--- config.mk ---
export PLATFORM = sky130hd
export DESIGN_NAME = cshm_mult
export DESIGN_NICKNAME = d
export VERILOG_FILES = /design/src/rtl/cshm_pkg.sv /design/src/rtl/cshm_precomp.sv /design/src/rtl/cshm_select.sv /design/src/rtl/cshm_fixed_add.sv /design/src/rtl/cshm_mult.sv
export SDC_FILE = /design/constraint.sdc
export NUM_CORES = 1
export LEC_CHECK = 0
export ABC_AREA = 1
export BUFFER_PORTS_ARGS = -buffer_cell sky130_fd_sc_hd__clkbuf_2
export CAP_MARGIN = 25
export CORE_UTILIZATION = 41
export CTS_BUF_LIST = sky130_fd_sc_hd__clkbuf_16
export DETAILED_ROUTE_END_ITERATION = 16
export PLACE_DENSITY = 0.6
export SETUP_SLACK_MARGIN = 0.2
export SYNTH_ARGS = -nofsm -noshare
export SYNTH_HDL_FRONTEND = slang
export SYNTH_HIERARCHICAL = 1
export SYNTH_SLANG_ARGS = --single-unit
--- constraint.sdc ---
create_clock -name clk -period 0.8 [get_ports clk]
set_clock_uncertainty 0.05 [all_clocks]
set_input_delay 0.12 -clock clk [delete_from_list [all_inputs] [get_ports clk]]
set_output_delay 0.12 -clock clk [all_outputs]
set_load 0.005 [all_outputs]
--- src/rtl/cshm_pkg.sv ---
package cshm_pkg;
  localparam int CSHM_A_W   = 8;
  localparam int CSHM_B_W   = 8;
  localparam int CSHM_NIB_W = 4;

  // odd multiplier constant held in bank entry k
  function automatic int odd_of(input int k);
    return 2 * k + 1;
  endfunction
endpackage

--- src/rtl/cshm_precomp.sv ---
module cshm_precomp #(
  parameter int A_W   = cshm_pkg::CSHM_A_W,
  parameter int NIB_W = cshm_pkg::CSHM_NIB_W,
  localparam int ALPHA_N = 2 ** (NIB_W - 1),
  localparam int MULT_W  = A_W + NIB_W
) (
  input  logic [A_W-1:0]                 a,
  output logic [ALPHA_N-1:0][MULT_W-1:0] mults
);
  for (genvar k = 0; k < ALPHA_N; k++) begin : g_odd
    localparam logic [MULT_W-1:0] K_ODD = MULT_W'(cshm_pkg::odd_of(k));
    assign mults[k] = MULT_W'(a) * K_ODD;
  end
endmodule

--- src/rtl/cshm_select.sv ---
module cshm_select #(
  parameter int A_W   = cshm_pkg::CSHM_A_W,
  parameter int NIB_W = cshm_pkg::CSHM_NIB_W,
  localparam int ALPHA_N = 2 ** (NIB_W - 1),
  localparam int MULT_W  = A_W + NIB_W,
  localparam int SH_W    = $clog2(NIB_W),
  localparam int IDX_W   = NIB_W - 1
) (
  input  logic [NIB_W-1:0]               nib,
  input  logic [ALPHA_N-1:0][MULT_W-1:0] mults,
  output logic [SH_W-1:0]                sh,
  output logic [IDX_W-1:0]               idx,
  output logic                           zero,
  output logic [MULT_W-1:0]              part
);
  // position of the lowest set bit; 0 for an all-zero slice
  function automatic logic [SH_W-1:0] trail_zeros(input logic [NIB_W-1:0] n);
    logic [SH_W-1:0] c;
    c = '0;
    for (int i = NIB_W - 1; i >= 0; i--) begin
      if (n[i]) c = SH_W'(i);
    end
    return c;
  endfunction

  logic [NIB_W-1:0]  odd_q;
  logic [MULT_W-1:0] picked;
  logic [MULT_W-1:0] restored;

  assign sh       = trail_zeros(nib);
  assign odd_q    = nib >> sh;
  assign idx      = odd_q[NIB_W-1:1];   // (q-1)/2 for odd q
  assign picked   = mults[idx];
  assign restored = picked << sh;
  assign zero     = (nib == '0);
  assign part     = zero ? '0 : restored;
endmodule

--- src/rtl/cshm_fixed_add.sv ---
module cshm_fixed_add #(
  parameter int A_W    = cshm_pkg::CSHM_A_W,
  parameter int NIB_W  = cshm_pkg::CSHM_NIB_W,
  parameter int NUM_NIB = 2,
  localparam int MULT_W = A_W + NIB_W,
  localparam int P_W    = A_W + NIB_W * NUM_NIB
) (
  input  logic [NUM_NIB-1:0][MULT_W-1:0] part,
  output logic [P_W-1:0]                 sum
);
  logic [NUM_NIB:0][P_W-1:0] acc;
  assign acc[0] = '0;
  for (genvar i = 0; i < NUM_NIB; i++) begin : g_acc
    assign acc[i+1] = acc[i] + (P_W'(part[i]) << (i * NIB_W));
  end
  assign sum = acc[NUM_NIB];
endmodule

--- src/rtl/cshm_mult.sv ---
module cshm_mult #(
  parameter int A_W   = cshm_pkg::CSHM_A_W,
  parameter int B_W   = cshm_pkg::CSHM_B_W,
  parameter int NIB_W = cshm_pkg::CSHM_NIB_W,
  localparam int NUM_NIB = B_W / NIB_W,
  localparam int ALPHA_N = 2 ** (NIB_W - 1),
  localparam int MULT_W  = A_W + NIB_W,
  localparam int SH_W    = $clog2(NIB_W),
  localparam int IDX_W   = NIB_W - 1,
  localparam int P_W     = A_W + B_W
) (
  input  logic           clk,
  input  logic           rst_n,
  input  logic           in_vld,
  input  logic [A_W-1:0] a,
  input  logic [B_W-1:0] b,
  output logic           out_vld,
  output logic [P_W-1:0] p
);
  logic [ALPHA_N-1:0][MULT_W-1:0] mults;
  logic [NUM_NIB-1:0][SH_W-1:0]   nib_sh;
  logic [NUM_NIB-1:0][IDX_W-1:0]  nib_idx;
  logic [NUM_NIB-1:0]             nib_zero;
  logic [NUM_NIB-1:0][MULT_W-1:0] part;
  logic [P_W-1:0]                 prod_c;

  cshm_precomp #(.A_W(A_W), .NIB_W(NIB_W)) precomp_i (
    .a     (a),
    .mults (mults)
  );

  for (genvar i = 0; i < NUM_NIB; i++) begin : g_sel
    cshm_select #(.A_W(A_W), .NIB_W(NIB_W)) sel_i (
      .nib   (b[i*NIB_W +: NIB_W]),
      .mults (mults),
      .sh    (nib_sh[i]),
      .idx   (nib_idx[i]),
      .zero  (nib_zero[i]),
      .part  (part[i])
    );
  end

  cshm_fixed_add #(.A_W(A_W), .NIB_W(NIB_W), .NUM_NIB(NUM_NIB)) add_i (
    .part (part),
    .sum  (prod_c)
  );

  always_ff @(posedge clk or negedge rst_n) begin
    if (!rst_n) begin
      out_vld <= 1'b0;
      p       <= '0;
    end else begin
      out_vld <= in_vld;
      if (in_vld) p <= prod_c;
    end
  end
endmodule

-- Word level (Yosys, flattened, before mapping)
Cells that the tools add are included.
- add/subtract/negate cells: 1
- reduce and logical (&&, ||, !) cells: 2
- shifts and indexed selects: 4
- muxes and demuxes: 14
- order comparisons: 2
- multipliers: 7
- operator list (kind ; number):
    $bmux W12 S3 ; 2
    $mul A8 B4 Y12 const B ; 4
    $mux W12 ; 4
    $shl A12 B2 Y12 ; 2
    $mul A8 B3 Y11 const B ; 2
    $add A12 B16 Y16 ; 1
    $mux W2 ; 8
    $mul A8 B2 Y10 const B ; 1
    $logic_not A4 Y1 ; 2
    $lt A3 B4 Y1 const B ; 2
    $shr A4 B2 Y4 ; 2
- bits of input ports: 19
- output and inout port bits: 17
- logic and storage cells: 32
- flip-flop bits (word level): 17

-- Logic depth before layout (Yosys ltp)
- depth after elaboration: 10
- depth in mapped cells: 32
- gate-level depth less buffers: 32

-- Hierarchy
Netlist, hierarchy kept.
- modules (own cells, without submodules) (module ; cells each ; times used ; area each (sq um) ; seq. area each (sq um)):
    cshm_precomp ; 481 ; 1 ; 3338.2 ; 0.0
    cshm_select ; 274 ; 2 ; 1262.5 ; 0.0
    cshm_mult ; 69 ; 1 ; 669.4 ; 425.4
    cshm_fixed_add ; 108 ; 1 ; 578.1 ; 0.0

-- Least setup slack after synthesis
No wires, ideal clock.
- path kind: input port to flip-flop
- from: input port a[1]
- to: register p[12]
- setup slack: -2.755 ns
- setup time: 0.116 ns
- data required time: 0.634 ns
- path buffers: 0
- data arrival time: 3.389 ns
- stages: 22
- cell sequence: fa_1 > fa_1 > ha_1 > nand2_1 > nand3_1 > nand2_1 > nand2_1 > xor2_1 > nand3_1 > nand3_1 > nand3_1 > nand3_1 > nand3_1 > nand2_1 > ha_1 > or2_2 > nand3_1 > nand2_1 > nand2_1 > nand2_1 > nand2_1 > nand2_1
- RTL lines (element ; RTL line ; text):
    start: declaration ; cshm_mult.sv:15 ; input logic [A_W-1:0] a,
    end signal: assignment ; cshm_mult.sv:54 ; if (in_vld) p <= prod_c;
    end: declaration ; cshm_mult.sv:18 ; output logic [P_W-1:0] p

==> reports/qor.txt <==
Final min period = 3.704 ns
Vias per inst = 5.291
VDD IR max = 1.436 mV
Skew-Pair Late Insertion Delay = 0.25 ns
Clock-pin transition on the worst setup and hold timing paths = 0.05 ns
CP max-delay cell = fa_2
WL/cell = 15.93 um
Largest net degree at the start of global routing = 26
Internal power = 0.008639 W
Vias in the first global route = 8,400
RD Place Congestion = 0.9817
Max H-tree Level = 1
Max Freq = 0.2700 GHz
Total power per unit cell area = 1666 nW/um^2
Die ar. = 17,870 um^2
Antenna violations before repair = 0
Core area = 16,760 um^2
Final Slew Violations = 0
Post-route ant nets = 0
Comb pwr share = 86.5%
Final HPWL from detailed placement = 21.16 mm
Area of the multi-input gates = 6676 um^2
Clock power share = 5.9%
Most used cell along the critical path = nand2_2
Reg-to-reg endpoint = p[14]
Grt ovf = 0
Peak per-stage delay on the critical path = 0.54 ns
Power, Total = 0.01722 W
Part of the power in registers = 7.5%
Syn Std Cell Area = 7111 um^2
Reg2Reg Depth = 3
IO Port Bufs = 35
Share of cells above drive strength 1 = 35.13%
Tcrit/Tclk final = 463.0%
GRT Total Usage = 29.12%
Layout Nets = 1,559
Total Neg Setup Slack = -38.74 ns
Final Hold Viols = 17
Yosys cell types = 33
ANT cells = 0
Top Family by Delay on Critical Path = adder cells
Vias = 8,725
Startpoint types = input pin
CTS root buf = clkbuf_16
Post-place setup slack = -3.257 ns
Post-route setup slack = -2.904 ns
CP max FO = 4
Die Height = 133.7 um
CTS sink cnt = 17
Longest Clk Path Bufs = 2
Worst hold margin = -0.2490 ns
# DRC = 0
Die Wd = 133.7 um
Switching Fraction = 49.82%
Syn-to-layout area delta = 45.33%
Io pins = 36
Crit path kind = in -> reg
RSZ-0062 raised after global routing = yes
CTS Buf Count = 3
Post-layout util = 61.66%
Max Cap Violations = 0
Psw = 0.008578 W
Critical Path AT = 3.80 ns
CP required = 0.89 ns
Warnings, synthesis = 6
Failing checks = hold timing, setup timing
Pleak = 5.541 nW
RR Startpoint = p[14]
Crit end category = flop
Seq/Total Area, Yosys = 5.983%
Seq cells post-synth = 17
Buf/Inv on CP = 6
Rows = 47
Seq. cell area = 425.4 um^2
First-pass GRT wire length = 41.43 mm
Outcome = finished with violations
Routed WL = 26.26 mm
Pre-antenna DRT Iters = 5
Reg2reg setup slack = 0.03 ns
Starting Density = 42.43%
DR iter-0 viols = 668
Avg Cell Area, Syn = 5.896 um^2
Endpoints failing setup = 33
Syn Inst Count = 1,206
Hold Path Class = in -> async
Fill cells = 1,574
Clock tree from TritonCTS = done
-- layout by cell type (no fill, tap or decap), types with 10 or more instances in the layout --
cell type,netlist,routed
nand4_1,10,10
inv_2,8,15
nand2_2,15,46
nor2_1,40,24
xor2_1,30,25
ha_4,0,20
dfrtp_1,17,17
nand2_4,0,15
fa_1,33,25
clkbuf_2,0,26
a21oi_1,23,16
nor2_4,0,10
buf_4,39,239
nand2_1,396,349
nand3_2,1,59
buf_6,8,10
buf_12,1,13
ha_1,77,57
nand3_1,322,262
inv_1,114,103
-- timing repair --
item	CTS	global route
resized for setup	94	99
endpoints found under the hold margin	17	17
setup endpoints to repair	33	33
buffers inserted	14	6
pin swaps	36	66
-- state kept, by name, summed over array words and instances, names as in the netlist --
register / flops
p: 16
out_vld: 1
-- area by class of cell --
cell class | instances | share of cell area (%)
inverter | 127 | 4.964
clock inverter | 1 | 0.04843
multi-input combinational | 989 | 64.61
timing repair buffer | 292 | 22.87
sequential | 17 | 4.117
tap | 220 | 2.664
clock buffer | 3 | 0.7265
-- cells by family after synthesis --
kind of cell    Yosys count  synth area share (%)
flops                    17                 5.983
fa+ha+maj               110                 22.84
buf+inv                 207                 14.62
compound gates           47                 3.836
other cells               1               0.05274
xor+xnor                 34                 4.188
simple gates            790                 48.48
-- stage by stage --
step	hold slack [ns]	cells	instance area [um^2]
CTS	-0.2316	1643	9891
detailed placement	0.03256	1625	9249
global placement	0.02352	1625	9249
floorplan	-0.2256	1213	7480
global route	-0.2100	1649	10330
finish	-0.2490	1649	10330
-- per-layer routing --
layer	global-route usage, %	share of wire (%)
met5	0	0
met4	12.56	4.6
met3	2.055	5.2
met2	50.75	48
met1	36.81	42
-- worst max-delay path by stage --
stage                  to  slack, ns  from  depth (start not counted)
CTS                 p[15]      -2.82  a[2]                         31
finish              p[15]      -2.90  a[2]                         32
floorplan           p[11]      -2.59  a[3]                         26
global placement    p[15]      -3.23  a[2]                         29
global route        p[15]      -3.11  a[2]                         32
detailed placement  p[12]      -3.26  a[2]                         26
-- synthesized netlist by cell type (all sizes together) --
library cell	number	area (um^2)
buf	76	543.0
xor2	30	262.8
o21ai	14	81.33
nand3	323	1622
clkbuf	4	15.01
or2	2	12.52
clkinv	4	15.01
a31oi	2	12.51
inv	123	466.7
xnor2	4	35.03
conb	1	3.750
o21a	3	22.52
ha	77	963.4
a21o	3	22.52
o21bai	2	18.77
fa	33	660.6
nand4	10	62.56
nor2	40	150.1
a21oi	23	115.1
nor3	4	20.02
nand2	411	1580
dfrtp	17	425.4
-- power groups by stage --
| stage | clock network [W] | registers (W) | logic (W) |
|---|---|---|---|
| 6_report | 0.00102 | 0.00129 | 0.0149 |
| 5_1_grt | 0.00105 | 0.00133 | 0.0163 |
| 4_1_cts | 0.00103 | 0.00130 | 0.0138 |
| 3_5_place_dp | 0 | 0.00134 | 0.0126 |
| 3_3_place_gp | 0 | 0.00133 | 0.0125 |
| 2_1_floorplan | 0 | 0.00133 | 0.00775 |
Note: power is estimated with default switching activity, not from simulation.
